$ cat src/rtl/smb_cmd_pkg.sv
package smb_cmd_pkg;

  localparam int REG_ADDR_W = 14;
  localparam int CC_END_BIT   = 0;
  localparam int CC_START_BIT = 1;

  typedef enum logic [1:0] {
    SZ_BYTE  = 2'd0,
    SZ_WORD  = 2'd1,
    SZ_BLOCK = 2'd2,
    SZ_RSVD  = 2'd3
  } size_e;

  function automatic logic cc_is_block(input logic [7:0] cc);
    return cc[3:2] == SZ_BLOCK;
  endfunction

  function automatic logic [REG_ADDR_W-1:0] join_addr(input logic [7:0] lo,
                                                      input logic [7:0] hi);
    return {hi[5:0], lo};
  endfunction

  function automatic logic [7:0] status_byte(input logic nrdy, input logic err);
    return {err, nrdy, 5'b00000, 1'b1};
  endfunction

endpackage

$ cat src/rtl/smb_frame_trk.sv
module smb_frame_trk
  import smb_cmd_pkg::*;
(
  input  logic       clk,
  input  logic       rst_n,
  input  logic       frm_start,
  input  logic       frm_stop,
  input  logic       byte_vld,
  input  logic [7:0] byte_dat,
  output logic       ev_open,
  output logic       ev_close,
  output logic       push_vld,
  output logic [7:0] push_dat
);

  logic in_frm, at_cc, skip_cnt, cc_end, has_pay;

  always_ff @(posedge clk) begin
    if (!rst_n) begin
      in_frm   <= 1'b0;
      at_cc    <= 1'b0;
      skip_cnt <= 1'b0;
      cc_end   <= 1'b0;
      has_pay  <= 1'b0;
    end else if (frm_start) begin
      in_frm   <= 1'b1;
      at_cc    <= 1'b1;
      skip_cnt <= 1'b0;
      cc_end   <= 1'b0;
      has_pay  <= 1'b0;
    end else if (frm_stop) begin
      in_frm   <= 1'b0;
      at_cc    <= 1'b0;
      skip_cnt <= 1'b0;
      cc_end   <= 1'b0;
      has_pay  <= 1'b0;
    end else if (byte_vld && in_frm) begin
      if (at_cc) begin
        at_cc    <= 1'b0;
        cc_end   <= byte_dat[CC_END_BIT];
        skip_cnt <= cc_is_block(byte_dat);
      end else begin
        skip_cnt <= 1'b0;
        has_pay  <= 1'b1;
      end
    end
  end

  assign ev_open  = in_frm && byte_vld && at_cc && byte_dat[CC_START_BIT] && !frm_start;
  assign push_vld = in_frm && byte_vld && !at_cc && !skip_cnt && !frm_start && !frm_stop;
  assign push_dat = byte_dat;
  assign ev_close = frm_stop && cc_end && has_pay;

endmodule

$ cat src/rtl/smb_field_acc.sv
module smb_field_acc #(
  parameter int FLD_N = 7,
  parameter int CNT_W = 3
) (
  input  logic                        clk,
  input  logic                        rst_n,
  input  logic                        ev_open,
  input  logic                        ev_close,
  input  logic                        push_vld,
  input  logic [7:0]                  push_dat,
  output logic                        active,
  output logic [CNT_W-1:0]            cnt,
  output logic [FLD_N-1:0][7:0]       flds
);

  localparam logic [CNT_W-1:0] CNT_MAX = CNT_W'(FLD_N);

  logic room;
  assign room = cnt < CNT_MAX;

  always_ff @(posedge clk) begin
    if (!rst_n) begin
      active <= 1'b0;
      cnt    <= '0;
      flds   <= '0;
    end else if (ev_open) begin
      active <= 1'b1;
      cnt    <= '0;
    end else if (ev_close) begin
      active <= 1'b0;
      cnt    <= '0;
    end else if (push_vld && active && room) begin
      flds[cnt] <= push_dat;
      cnt       <= cnt + 1'b1;
    end
  end

  // the field count never runs past the field store
  p_cnt_bound_r5: assert property (@(posedge clk) disable iff (!rst_n)
    cnt <= CNT_MAX);

  // START empties the store and opens a sequence
  p_open_clears_r8: assert property (@(posedge clk) disable iff (!rst_n)
    ev_open |=> (cnt == '0) && active);

endmodule

$ cat src/rtl/smb_reg_issue.sv
module smb_reg_issue
  import smb_cmd_pkg::*;
#(
  parameter int DATA_BYTES = 4,
  parameter int FLD_N      = 7,
  parameter int CNT_W      = 3
) (
  input  logic                         clk,
  input  logic                         rst_n,
  input  logic                         ev_open,
  input  logic                         ev_close,
  input  logic                         active,
  input  logic [CNT_W-1:0]             cnt,
  input  logic [FLD_N-1:0][7:0]        flds,
  input  logic                         reg_rvalid,
  input  logic [8*DATA_BYTES-1:0]      reg_rdata,
  output logic                         reg_req,
  output logic                         reg_we,
  output logic [REG_ADDR_W-1:0]        reg_addr,
  output logic [DATA_BYTES-1:0]        reg_be,
  output logic [8*DATA_BYTES-1:0]      reg_wdata,
  output logic                         rd_pend,
  output logic                         err,
  output logic [8*DATA_BYTES-1:0]      rd_data
);

  localparam logic [CNT_W-1:0] RD_NEED = CNT_W'(3);
  localparam logic [CNT_W-1:0] WR_NEED = CNT_W'(FLD_N);

  logic [7:0] cmd;
  logic       is_rd, go_rd, go_wr, bad_close;
  logic       unused_bits;

  assign cmd       = flds[0];
  assign is_rd     = cmd[0];
  assign go_rd     = ev_close && active && is_rd && (cnt >= RD_NEED);
  assign go_wr     = ev_close && active && !is_rd && (cnt >= WR_NEED);
  assign bad_close = ev_close && !(go_rd || go_wr);
  assign unused_bits = ^{cmd[7:6], cmd[1]};

  always_ff @(posedge clk) begin
    if (!rst_n) begin
      reg_req   <= 1'b0;
      reg_we    <= 1'b0;
      reg_addr  <= '0;
      reg_be    <= '0;
      reg_wdata <= '0;
    end else begin
      reg_req <= go_rd || go_wr;
      if (go_rd || go_wr) begin
        reg_we    <= go_wr;
        reg_addr  <= join_addr(flds[1], flds[2]);
        reg_be    <= go_wr ? cmd[2 +: DATA_BYTES] : '0;
        reg_wdata <= go_wr ? flds[FLD_N-1:3] : '0;
      end
    end
  end

  always_ff @(posedge clk) begin
    if (!rst_n) begin
      rd_pend <= 1'b0;
      err     <= 1'b0;
      rd_data <= '0;
    end else begin
      if (ev_open)        err <= 1'b0;
      else if (bad_close) err <= 1'b1;
      if (go_rd)           rd_pend <= 1'b1;
      else if (reg_rvalid) rd_pend <= 1'b0;
      if (reg_rvalid && rd_pend) rd_data <= reg_rdata;
    end
  end

  // a request lasts exactly one cycle
  p_req_single_r5: assert property (@(posedge clk) disable iff (!rst_n)
    reg_req |=> !reg_req);

  // an issued read shows as busy together with its request
  p_read_busy_r6: assert property (@(posedge clk) disable iff (!rst_n)
    go_rd |=> rd_pend && reg_req && !reg_we && (reg_be == '0));

  // returned data ends the busy state
  p_rvalid_clears_r6: assert property (@(posedge clk) disable iff (!rst_n)
    (rd_pend && reg_rvalid && !go_rd) |=> !rd_pend);

  // a close with no open sequence raises the error flag and no request
  p_orphan_err_r9: assert property (@(posedge clk) disable iff (!rst_n)
    (ev_close && !active) |=> err && !reg_req);

endmodule

$ cat src/rtl/smb_rsp_mux.sv
module smb_rsp_mux
  import smb_cmd_pkg::*;
#(
  parameter int DATA_BYTES = 4,
  parameter int IDX_W      = 3
) (
  input  logic                    clk,
  input  logic                    rst_n,
  input  logic                    frm_start,
  input  logic                    rsp_ack,
  input  logic                    rd_pend,
  input  logic                    err,
  input  logic [8*DATA_BYTES-1:0] rd_data,
  output logic [7:0]              rsp_byte
);

  localparam logic [IDX_W-1:0] IDX_LAST = '1;

  logic [IDX_W-1:0] idx;

  always_ff @(posedge clk) begin
    if (!rst_n)                          idx <= '0;
    else if (frm_start)                  idx <= '0;
    else if (rsp_ack && idx != IDX_LAST) idx <= idx + 1'b1;
  end

  always_comb begin
    rsp_byte = 8'h00;
    if (idx == IDX_W'(0))      rsp_byte = 8'(1 + DATA_BYTES);
    else if (idx == IDX_W'(1)) rsp_byte = status_byte(rd_pend, err);
    else begin
      for (int k = 0; k < DATA_BYTES; k++)
        if (idx == IDX_W'(k + 2)) rsp_byte = rd_data[k*8 +: 8];
    end
  end

  // every transaction restarts the response stream
  p_idx_restart_r10: assert property (@(posedge clk) disable iff (!rst_n)
    frm_start |=> (idx == '0));

endmodule

$ cat src/rtl/smb_regcmd_dec.sv
module smb_regcmd_dec
  import smb_cmd_pkg::*;
#(
  parameter int DATA_BYTES = 4
) (
  input  logic                    clk,
  input  logic                    rst_n,
  input  logic                    frm_start,
  input  logic                    frm_stop,
  input  logic                    byte_vld,
  input  logic [7:0]              byte_dat,
  input  logic                    rsp_ack,
  output logic [7:0]              rsp_byte,
  output logic                    reg_req,
  output logic                    reg_we,
  output logic [REG_ADDR_W-1:0]   reg_addr,
  output logic [DATA_BYTES-1:0]   reg_be,
  output logic [8*DATA_BYTES-1:0] reg_wdata,
  input  logic                    reg_rvalid,
  input  logic [8*DATA_BYTES-1:0] reg_rdata
);

  localparam int FLD_N = 3 + DATA_BYTES;
  localparam int CNT_W = $clog2(FLD_N + 1);
  localparam int IDX_W = $clog2(DATA_BYTES + 3);

  logic                    ev_open, ev_close, push_vld, active, rd_pend, err;
  logic [7:0]              push_dat;
  logic [CNT_W-1:0]        cnt;
  logic [FLD_N-1:0][7:0]   flds;
  logic [8*DATA_BYTES-1:0] rd_data;

  smb_frame_trk i_trk (
    .clk(clk), .rst_n(rst_n), .frm_start(frm_start), .frm_stop(frm_stop),
    .byte_vld(byte_vld), .byte_dat(byte_dat), .ev_open(ev_open),
    .ev_close(ev_close), .push_vld(push_vld), .push_dat(push_dat)
  );

  smb_field_acc #(.FLD_N(FLD_N), .CNT_W(CNT_W)) i_acc (
    .clk(clk), .rst_n(rst_n), .ev_open(ev_open), .ev_close(ev_close),
    .push_vld(push_vld), .push_dat(push_dat), .active(active),
    .cnt(cnt), .flds(flds)
  );

  smb_reg_issue #(.DATA_BYTES(DATA_BYTES), .FLD_N(FLD_N), .CNT_W(CNT_W)) i_iss (
    .clk(clk), .rst_n(rst_n), .ev_open(ev_open), .ev_close(ev_close),
    .active(active), .cnt(cnt), .flds(flds), .reg_rvalid(reg_rvalid),
    .reg_rdata(reg_rdata), .reg_req(reg_req), .reg_we(reg_we),
    .reg_addr(reg_addr), .reg_be(reg_be), .reg_wdata(reg_wdata),
    .rd_pend(rd_pend), .err(err), .rd_data(rd_data)
  );

  smb_rsp_mux #(.DATA_BYTES(DATA_BYTES), .IDX_W(IDX_W)) i_rsp (
    .clk(clk), .rst_n(rst_n), .frm_start(frm_start), .rsp_ack(rsp_ack),
    .rd_pend(rd_pend), .err(err), .rd_data(rd_data), .rsp_byte(rsp_byte)
  );

endmodule

$ cat config.mk
export PLATFORM = sky130hd
export DESIGN_NAME = smb_regcmd_dec
export DESIGN_NICKNAME = d
export VERILOG_FILES = /design/src/rtl/smb_cmd_pkg.sv /design/src/rtl/smb_frame_trk.sv /design/src/rtl/smb_field_acc.sv /design/src/rtl/smb_reg_issue.sv /design/src/rtl/smb_rsp_mux.sv /design/src/rtl/smb_regcmd_dec.sv
export SDC_FILE = /design/constraint.sdc
export NUM_CORES = 1
export LEC_CHECK = 0
export ABC_AREA = 1
export BUFFER_PORTS_ARGS = -buffer_cell sky130_fd_sc_hd__clkbuf_2
export CORE_ASPECT_RATIO = 1.2
export CORE_UTILIZATION = 55
export CTS_CLUSTER_SIZE = 24
export DETAILED_ROUTE_END_ITERATION = 12
export GPL_TIMING_DRIVEN = 0
export HOLD_SLACK_MARGIN = 0.05
export PLACE_DENSITY_LB_ADDON = 0.08
export SETUP_SLACK_MARGIN = 0.4
export SLEW_MARGIN = 10
export SYNTH_ARGS = -nofsm -noshare
export SYNTH_HDL_FRONTEND = slang
export SYNTH_SLANG_ARGS = --single-unit
$ cat constraint.sdc
create_clock -name clk -period 3.59 [get_ports clk]
set_input_delay 0.718 -clock clk [delete_from_list [all_inputs] [get_ports clk]]
set_output_delay 0.718 -clock clk [all_outputs]
set_load 0.1 [all_outputs]
After elaboration in Yosys (flattened, before gate mapping)
Cells that the tools add are included.
{ "word_totals": {"regBits": 154, "latch_bits": 0, "ram_bits": 0, "rom_bits": 0, "inputBits": 47, "output_inout_bits": 60, "elab_cells": 102, "n_memories": 0} }
{ "classes": {"add_sub_neg": 2, "multipliers": 0, "div_mod_pow": 0, "n_lt_le_gt_ge": 5, "eq_ne": 7, "n_shift": 0, "n_mux": 21, "bitwise_logic": 4, "reduce_logical": 40} }
{ "op_table": {"columns": ["cell", "count"], "rows": [
  ["bitwise mux 56 bit", 1],
  ["2-to-1 mux 8 bit", 7],
  ["2-to-1 mux 32 bit", 1],
  ["demux 8 bit (select 3 bit)", 1],
  ["logical AND 1 bit", 21],
  ["2-to-1 mux 1 bit", 10],
  ["adder 3 x 1 -> 3 bit (second input constant)", 2],
  ["equality test 3 x 2 -> 1 bit (second input constant)", 2],
  ["equality test 3 bit (second input constant)", 2],
  ["zero test 1 bit", 6],
  ["nonzero test 2 bit", 3],
  ["OR reduction 3 bit", 2],
  ["less-than comparator 3 x 4 -> 1 bit (second input constant)", 1],
  ["2-to-1 mux 4 bit", 1],
  ["inverter 1 bit", 4],
  ["AND reduction 2 bit", 2],
  ["OR reduction 2 bit", 2],
  ["equality test 3 x 1 -> 1 bit (second input constant)", 1],
  [">= comparator 3 x 1 -> 1 bit (second input constant)", 1],
  [">= comparator 3 x 2 -> 1 bit (second input constant)", 1],
  [">= comparator 3 bit (second input constant)", 1],
  ["zero test 3 bit", 1],
  ["less-than comparator 3 bit (second input constant)", 1],
  ["inequality test 3 bit (second input constant)", 1],
  ["other kinds (4)", 4]
]} }

Depth between registers and ports, before layout
Gate-level depths: netlist (run 1).
{ "logic_depth": {"word_depth": 8, "depth_mapped": 10, "ltp_nobuf": 10} }

By module
From an unflattened synthesis (run 1), not the netlist that was laid out.
{ "hier_totals": {"hier_cells": 941, "area_unflattened_um2": 6761.5} }
{ "modules_own_cells": {"columns": ["module", "n_inst", "cells_per_inst", "area_each_um2", "seq_area_each_um2"], "rows": [
  ["smb_reg_issue", 1, 418, 3278.1, 1721.7],
  ["smb_field_acc", 1, 348, 2557.5, 1201.2],
  ["smb_rsp_mux", 1, 132, 624.3, 60.1],
  ["smb_frame_trk", 1, 43, 301.5, 100.1]
]} }

Worst setup path after synthesis (run 1)
No wires, ideal clock.
{ "synth_path": {"kind": "register -> output", "from": "register i_rsp.idx[0]", "to": "output rsp_byte[6]", "t_arrival_ns": 2.795, "t_required_ns": 2.872, "slack_ns": 0.077, "stages_incl_launch_ff": 9, "n_path_buf": 1, "cell_sequence": "dfxtp_1 > ha_1 > ha_1 > inv_1 > clkbuf_1 > nand2_1 > nor2_1 > o21ai_0 > a31oi_1"} }
{ "synth_between": {"elab_chain_cells": 7, "word_cells_on_any_way": 12, "cone_classes": "eq/ne (5); mux (6); reduce/logical (1)"} }
{ "synth_rtl": {"columns": ["element", "line", "text"], "rows": [
  ["start: declaration", "smb_rsp_mux.sv:19", "logic [IDX_W-1:0] idx;"],
  ["start signal: assignment", "smb_rsp_mux.sv:24", "else if (rsp_ack && idx != IDX_LAST) idx <= idx + 1'b1;"],
  ["equality test 3 x 2 -> 1 bit", "smb_rsp_mux.sv:33", "if (idx == IDX_W'(k + 2)) rsp_byte = rd_data[k*8 +: 8];"],
  ["2-to-1 mux 8 bit (4 in series)", "smb_rsp_mux.sv:33", null],
  ["2-to-1 mux 8 bit", "smb_rsp_mux.sv:30", "else if (idx == IDX_W'(1)) rsp_byte = status_byte(rd_pend, err);"],
  ["2-to-1 mux 8 bit (*)", "smb_rsp_mux.sv:29", "if (idx == IDX_W'(0)) rsp_byte = 8'(1 + DATA_BYTES);"],
  ["end: declaration", "smb_regcmd_dec.sv:13", "output logic [7:0] rsp_byte,"]
]} }
Every way passes the cells marked *; elsewhere a longest branch is shown, timed or not.

Worst setup path after layout (run 1)
{ "layout_path": {"from": "register i_rsp.idx[0]", "to": "output rsp_byte[4]"} }
The elaborated chain is that of the path after synthesis.

==> flow_summary.yaml, run 1 <==
yosys:
  synth.distinct_cells: 28
  synthesis.area_um2: 6430
  ys_ff_latch: 149
  synth_seq_area_share_pct: 46.4
  postSynthCellCount: 882
  syn_avg_cell_area_um2: 7.29
  postSynthNetCount: 938
  synth-warning-count: 0
worst_setup_path:
  reg2regPathDepth: 9
  regToRegSetupSlack_ns: 1.63
  timing.rr.start: "i_acc.cnt[1]$_SDFFE_PP0P_"
  critical_path.top_delay_family: "buffers and inverters"
  worst-path-stages: 9
  cpPeakStageDelay_ns: 0.36
  worstPathRequired_ns: 2.87
  critical_path.reg2reg.endpoint: "i_iss.reg_wdata[30]$_SDFFE_PN0P_"
  cp-startpoint: "i_rsp.idx[0]$_SDFFE_PP0P_"
  critical_path_peak_fanout: 10
  worstSetupEndpointType: "primary output"
  cp.buffers_inverters: 3
  worstSetupPathType: "flop to primary output"
  critPathSlowestCell: "sky130_fd_sc_hd__dfxtp_1"
  worstSetupEndpoint: "rsp_byte[4]"
  critPathMostFrequentCell: "sky130_fd_sc_hd__nor2_1"
  worstPathCellList: "inv_1 -> ha_1 -> nand2_1 -> clkbuf_1 -> nor2_1 -> nor2_1 -> o21ai_0 -> a21oi_2 -> clkbuf_4"
  crit_arrival_ns: 2.31
  cp-start-kind: "flop"
sta:
  layout_worst_path_cycle_share_pct: 84.4
  max_slew_margin_pct: 56.5
  timing.final.setup_violations: 0
  hold_viol_final: 0
  final.setup.tns_ns: 0
  final.setup_skew_ns: 0.00610
  unrepaired_setup_endpoints_after_global_routing: "false"
  report.final.slew_viol_count: 0
  hold_ws_ns: 0.462
  min_period_ns: 3.03
  tightest_slew_ns: 0.653
  fmax_mhz: 330
run_status:
  status: "finished clean"
cells_and_area:
  layout_commonest_cell: "sky130_fd_sc_hd__nor2_1"
  most-common-layout-cells: "168 x sky130_fd_sc_hd__nor2_1, 159 x sky130_fd_sc_hd__nand2_1, 148 x sky130_fd_sc_hd__dfxtp_1"
  antenna_cells: 0
  syn2layout_area_growth_pct: 20.7
  num-fill-cells: 1004
  layout-drive-gt1-share_pct: 18.1
  num-nets-final: 1059
die:
  core_area_um2: 11200
  die_w_um: 101
  effective_utilization_at_floorplan_pct: 57.5
  total_die_area_um2: 12100
  io-pin-count: 107
  die-height_um: 120
  placementRows: 42
hold_path:
  hold_class: "flop to flop"
pwr:
  cellPowerDensity_nw_per_um2: 459
  fraction_of_power_consumed_by_sequential_logic_pct: 46.5
  share_clk_of_total_power_pct: 49.0
  power.share.switching_pct: 21.5
  internal_power_uw: 2800
  power.combinational.fraction_pct: 4.5
  worst_vdd_rail_ir_drop_v: 0.000339
  leakage_uw: 0.00341
  net_switching_uw: 768
placement:
  place.port_buffers: 102
  dp.final_hpwl_um: 11900
  gp_congestion: 0.886
global_routing:
  grt_remaining_overflow: 0
  global_route_wire_length_before_repair_um: 27600
  initial_antenna_violation_count: 0
  grt_pass1_vias: 5754
  grt_util_all_layers_pct: 29.6
  pin_count_of_the_biggest_net_entering_global_routing: 17
routing:
  number_of_drc_violations_after_detailed_routing_iteration_0: 427
  detail_route.drc_violations: 0
  route.detailed.vias_per_inst: 5.30
  drt-pass1-iter-count: 5
  drt_wl_total_um: 17100
  wl_per_cell_um: 14.7
  via_count: 6181
  final_antenna_net_count: 0
cts:
  cts.reportedPaths.clkPinSlew_ns: 0.06
  cts-root-to-sink-buffers: 2
  number_of_buffers_added_by_the_clock_tree_synthesis_step: 17
  ctsHoldBuffers: 0
  worst_skew_pair.late_latency_ns: 0.42
  clock_tree.root_cell: "sky130_fd_sc_hd__clkbuf_16"
  clkSinkCount: 149
  cts_tree: "done"
  clock_tree.htree_level_count: 4
job:
  maxCapViolations: 0
[per-stage QoR]
step | utilization [%] | power (µW) | area [µm²] | worst slack (ns) | cells
2_1_floorplan | - | 1790 | 6460 | 0.651 | 882
3_3_place_gp | 64.0 | 1850 | 7160 | 0.682 | 1138
3_5_place_dp | 64.0 | 1850 | 7160 | 0.618 | 1138
4_1_cts | 69.3 | 3570 | 7750 | 0.442 | 1167
5_1_grt | 69.4 | 3670 | 7770 | 0.424 | 1167
6_report | 69.4 | 3570 | 7770 | 0.560 | 1167
[area by class of cell]
type,instances,area (µm²),share of cell area (%)
Buffer,63,347,4.46
Clock buffer,25,505,6.51
Clock inverter,4,70.1,0.902
Inverter,64,243,3.13
Multi-Input combinational cell,606,2890,37.2
Sequential cell,149,2980,38.4
Tap cell,154,193,2.48
Timing Repair Buffer,102,538,6.93
[cells by family (layout without fill, tap and decap cells)]
kind of cell    Yosys count  after routing  share of synthesized area, %
compound gates          138            138                          11.0
fa+ha+maj                 9              9                          1.75
buf+inv                 127            258                          9.14
flops                   149            149                          46.4
simple gates            459            459                          31.7
[worst register-to-register path, delay by kind of cell (launching register included)]
family	cells	cell delay [ns]
AOI/OAI and AO/OA	2	0.22
buffers and inverters	2	0.49
adders and majority gates	2	0.42
and+or+nand+nor	3	0.37
DFF	1	0.37
[sequential cells by signal (all words and copies together) (netlist names)]
name / cells
i_iss.reg_wdata: 32
i_trk.has_pay: 1
i_acc.active: 1
i_acc.cnt: 3
i_trk.skip_cnt: 1
i_iss.err: 1
i_iss.reg_we: 1
i_trk.in_frm: 1
i_iss.rd_pend: 1
i_iss.reg_be: 4
i_iss.reg_addr: 14
i_iss.reg_req: 1
i_acc.flds: 51
i_rsp.idx: 3
i_trk.cc_end: 1
i_trk.at_cc: 1
i_iss.rd_data: 32
[how the worst min path moves through the flow]
stage                     slack (ns)                            end                          start  depth (start not counted)
after floorplan                 0.42  i_iss.rd_data[0]$_SDFFE_PN0P_  i_iss.rd_data[0]$_SDFFE_PN0P_                          2
after global routing            0.48    i_acc.flds[55]$_SDFFE_PN0P_    i_acc.flds[55]$_SDFFE_PN0P_                          2
after detailed placement        0.45    i_acc.flds[49]$_SDFFE_PN0P_    i_acc.flds[49]$_SDFFE_PN0P_                          2
final                           0.46    i_acc.flds[38]$_SDFFE_PN0P_    i_acc.flds[38]$_SDFFE_PN0P_                          2
after global placement          0.45     i_acc.flds[5]$_SDFFE_PN0P_     i_acc.flds[5]$_SDFFE_PN0P_                          2
after CTS                       0.46     i_acc.flds[5]$_SDFFE_PN0P_     i_acc.flds[5]$_SDFFE_PN0P_                          2
[layer usage]
layer,global-route usage [%],up-vias,part of all wire [%],routed length [µm]
li1,-,3137,-,-
met1,37.3,2834,45,7630
met2,49.6,187,48,8270
met3,6.76,23,5.4,918
met4,10.3,0,1.6,278
met5,0,-,0,0
[what timing repair did]
item | 4_1_cts | 5_1_grt
resized for setup | 7 | 10
setup buffers | 0 | 0
endpoints found under the setup margin | 8 | 6
[cells in the mapped netlist, drive strengths merged]
cell / count / area (µm²)
o221ai: 1 / 8.76
nor3: 1 / 5.00
nand2: 160 / 603
dfxtp: 149 / 2980
ha: 9 / 113
buf: 37 / 248
o21ai: 41 / 205
nand3b: 14 / 105
nor2: 171 / 649
a21oi: 92 / 464
nand3: 54 / 310
inv: 64 / 243
a31oi: 1 / 6.26
a32oi: 1 / 8.76
nand4: 57 / 357
or2: 2 / 12.5
o211ai: 2 / 15.0
clkbuf: 26 / 97.6
[power groups by stage]
| stage | clock network (µW) | registers [µW] | logic, µW |
|---|---|---|---|
| 6_report | 1750 | 1660 | 159 |
| 2_1_floorplan | 0 | 1700 | 90.5 |
| 3_5_place_dp | 0 | 1700 | 154 |
| 5_1_grt | 1840 | 1660 | 171 |
| 3_3_place_gp | 0 | 1700 | 154 |
| 4_1_cts | 1760 | 1660 | 156 |
Power figures use the tool's default switching activity.
==> run 2: changes to the inputs <==
ABC_AREA = 0   (was 1)
clock period = 2.8 ns   (was 3.59 ns; I/O delays follow)
==> run 2 against run 1 <==
Compared with the run above: sequential power rose by 28%; critical path type unchanged; register-to-register slack got worse by 1.1 ns; sequential cell count unchanged; first-iteration DRC count is 13% lower; sequential share of layout area is essentially flat; synthesized area shrank 6.6%; utilization rose by 4.3 points; hold slack got worse by 0.11 ns; clock power rose by 31%; critical path depth decreased by 2.
==> flow_summary.yaml, run 2 <==
yosys:
  synth_seq_area_share_pct: 49.7
  async_flop_share_pct: 0
  synth-warning-count: 0
  synthesis.area_um2: 6010
  yosys.area.top_type_share_pct: 49.7
  postSynthCellCount: 633
  synthTopCellsByCount: "149 x sky130_fd_sc_hd__dfxtp_1, 140 x sky130_fd_sc_hd__nand2_1, 53 x sky130_fd_sc_hd__mux2i_1, 51 x sky130_fd_sc_hd__a21oi_1, 41 x sky130_fd_sc_hd__clkbuf_1"
  number_of_enable_flip_flop_cells_after_synthesis: 0
  syn_avg_cell_area_um2: 9.49
  yosys.area.top_type: "sky130_fd_sc_hd__dfxtp_1"
  synth.distinct_cells: 58
  leading_cell_types_by_total_area_after_synthesis: "sky130_fd_sc_hd__dfxtp_1 50%, sky130_fd_sc_hd__mux2i_1 8.8%, sky130_fd_sc_hd__nand2_1 8.7%"
  synth_most_common_cell: "sky130_fd_sc_hd__dfxtp_1"
  postSynthNetCount: 689
  ys_dominant_reg_cell: "sky130_fd_sc_hd__dfxtp_1"
  ys_ff_latch: 149
placement:
  place.detailed.instances: 865
  place.port_buffers: 103
  dp.final_hpwl_um: 11500
  gp_congestion: 0.911
  place_worst_setup_slack_ns: 0.127
cts:
  clkSinkCount: 149
  cts-root-to-sink-buffers: 2
  cts_tree: "done"
  worst_skew_pair.late_latency_ns: 0.42
  cts.reportedPaths.clkPinSlew_ns: 0.06
  clock_tree.root_cell: "sky130_fd_sc_hd__clkbuf_16"
  number_of_buffers_added_by_the_clock_tree_synthesis_step: 17
  clock_tree.htree_level_count: 4
worst_setup_path:
  critical_path.reg2reg.endpoint: "i_iss.reg_addr[7]$_SDFFE_PN0P_"
  worstPathRequired_ns: 2.24
  cp.buffers_inverters: 3
  worstPathCellList: "inv_4 -> ha_4 -> buf_6 -> a22o_1 -> o32ai_2 -> a221oi_4 -> clkbuf_16"
  critical_path_peak_fanout: 10
  crit_arrival_ns: 2.14
  critPathSlowestCell: "sky130_fd_sc_hd__dfxtp_4"
  timing.rr.start: "i_acc.cnt[2]$_SDFFE_PP0P_"
  reg2regPathDepth: 7
  worstSetupEndpointType: "primary output"
  cpPeakStageDelay_ns: 0.39
  worstSetupPathType: "flop to primary output"
  cp-start-kind: "flop"
  critical_path.top_delay_family: "compound AO/OA/AOI/OAI gates"
  regToRegSetupSlack_ns: 0.52
cells_and_area:
  syn2layout_area_growth_pct: 29.6
  layout-drive-gt1-share_pct: 25.7
  num-fill-cells: 781
  most-common-layout-cells: "146 x sky130_fd_sc_hd__dfxtp_1, 139 x sky130_fd_sc_hd__nand2_1, 100 x sky130_fd_sc_hd__clkbuf_2"
  antenna_cells: 0
  reg_top3: "i_acc.flds x51, i_iss.rd_data x32, i_iss.reg_wdata x32"
  final_cell_count_no_fill: 906
  layout.area.seq_um2: 2990
  multi_input_comb_area_um2: 2960
  num-nets-final: 820
  largest-register: "i_acc.flds"
  layout_commonest_cell: "sky130_fd_sc_hd__dfxtp_1"
  max_ffs_per_register: 51
sta:
  report.final.slew_viol_count: 0
  hold_viol_final: 0
  hold_ws_ns: 0.350
  max_slew_margin_pct: 44.3
  fmax_mhz: 370
  tightest_slew_ns: 0.834
  final.setup.tns_ns: 0
  min_period_ns: 2.70
  unrepaired_setup_endpoints_after_global_routing: "true"
  timing.final.setup_violations: 0
  layout_worst_path_cycle_share_pct: 96.4
  final.setup_skew_ns: 0.00921
  worst_slack_ns: 0.100
hold_path:
  whs_endpoint: "i_iss.rd_data[11]$_SDFFE_PN0P_"
  hold_startpoint: "reg_rdata[11]"
  hold-path-cell-count: 3
  hold_class: "primary input to flop"
die:
  placementRows: 41
  die_w_um: 97.4
  io-pin-count: 107
  core_area_um2: 10600
  die-height_um: 116
  total_die_area_um2: 11300
  effective_utilization_at_floorplan_pct: 56.8
pwr:
  power.combinational.fraction_pct: 5.3
  leakage_uw: 0.00299
  share_clk_of_total_power_pct: 49.1
  fraction_of_power_consumed_by_sequential_logic_pct: 45.6
  net_switching_uw: 1080
  worst_vdd_rail_ir_drop_v: 0.000391
  cellPowerDensity_nw_per_um2: 599
  power.share.switching_pct: 23.2
  internal_power_uw: 3580
routing:
  route.detailed.vias_per_inst: 5.97
  wl_per_cell_um: 18.3
  number_of_drc_violations_after_detailed_routing_iteration_0: 372
  detail_route.drc_violations: 0
  drt_wl_total_um: 16600
  drt-pass1-iter-count: 5
  via_count: 5406
  final_antenna_net_count: 0
global_routing:
  grt_util_all_layers_pct: 28.4
  global_route_wire_length_before_repair_um: 25100
  initial_antenna_violation_count: 0
  grt_remaining_overflow: 0
  grt_pass1_vias: 5133
  pin_count_of_the_biggest_net_entering_global_routing: 17
run_status:
  status: "finished clean"
job:
  maxCapViolations: 0
run 2: stage by stage:
stage / utilization, % / cell area [µm²] / power (µW)
after CTS: 72.2 / 7630 / 4660
after detailed placement: 64.5 / 6820 / 2380
after global placement: 64.5 / 6820 / 2380
after floorplan: - / 6140 / 2300
after global routing: 73.7 / 7780 / 4770
final: 73.7 / 7780 / 4660
run 2: final cells by class:
class	count	share of cell area (%)
Tap cell	129	2.07
Sequential cell	149	38.5
Timing Repair Buffer	112	9.87
Buffer	55	3.34
Clock inverter	12	1.83
Inverter	9	0.514
Multi-Input combinational cell	420	38.0
Clock buffer	20	5.87
run 2: cell families (layout without fill, tap and decap cells):
kind of cell | after synthesis | after routing | share of synthesized area, %
and+or+nand+nor | 213 | 213 | 17.3
adders and majority gates | 9 | 9 | 1.87
buffers and inverters | 64 | 208 | 4.44
muxes | 53 | 53 | 8.83
AOI/OAI and AO/OA | 144 | 144 | 17.7
DFF | 149 | 149 | 49.7
xor gates and xnor gates | 1 | 1 | 0.146
run 2: worst max-delay path by stage:
| stage | startpoint | endpoint | slack [ns] | depth (start not counted) |
|---|---|---|---|---|
| floorplan | i_rsp.idx[0]$_SDFFE_PP0P_ | rsp_byte[7] | 0.26 | 5 |
| global placement | rst_n | i_iss.reg_wdata[15]$_SDFFE_PN0P_ | 0.05 | 5 |
| detailed placement | rst_n | i_iss.reg_wdata[14]$_SDFFE_PN0P_ | 0.13 | 5 |
| CTS | i_rsp.idx[1]$_SDFFE_PP0P_ | rsp_byte[7] | 0.14 | 6 |
| global route | i_rsp.idx[2]$_SDFFE_PP0P_ | rsp_byte[7] | 0.05 | 7 |
| finish | i_rsp.idx[2]$_SDFFE_PP0P_ | rsp_byte[7] | 0.10 | 7 |
run 2: tightest hold or removal path, cell delays in order:
cell,delay (ns)
sky130_fd_sc_hd__clkbuf_2,0.08
sky130_fd_sc_hd__nand2_1,0.04
sky130_fd_sc_hd__a21oi_1,0.05
run 2: power groups by stage:
| stage | combinational [µW] | clock, µW | sequential, µW |
|---|---|---|---|
| finish | 245 | 2290 | 2130 |
| global route | 259 | 2380 | 2130 |
| CTS | 228 | 2300 | 2130 |
| detailed placement | 206 | 0 | 2180 |
| global placement | 203 | 0 | 2180 |
| floorplan | 127 | 0 | 2170 |
run 2: per-layer routing:
layer	up-vias	track usage [%]	part of all wire [%]
li1	2565	-	-
met1	2573	31.5	38
met2	223	52.6	53
met3	45	6.70	6.5
met4	0	11.1	2.8
met5	-	0	0
run 2: repair_timing:
item	in CTS	in global routing
setup endpoints to repair	38	64
pin swaps	6	8
setup buffers	1	7
cloned	0	1
hold buffers	0	0
resized for setup	45	14
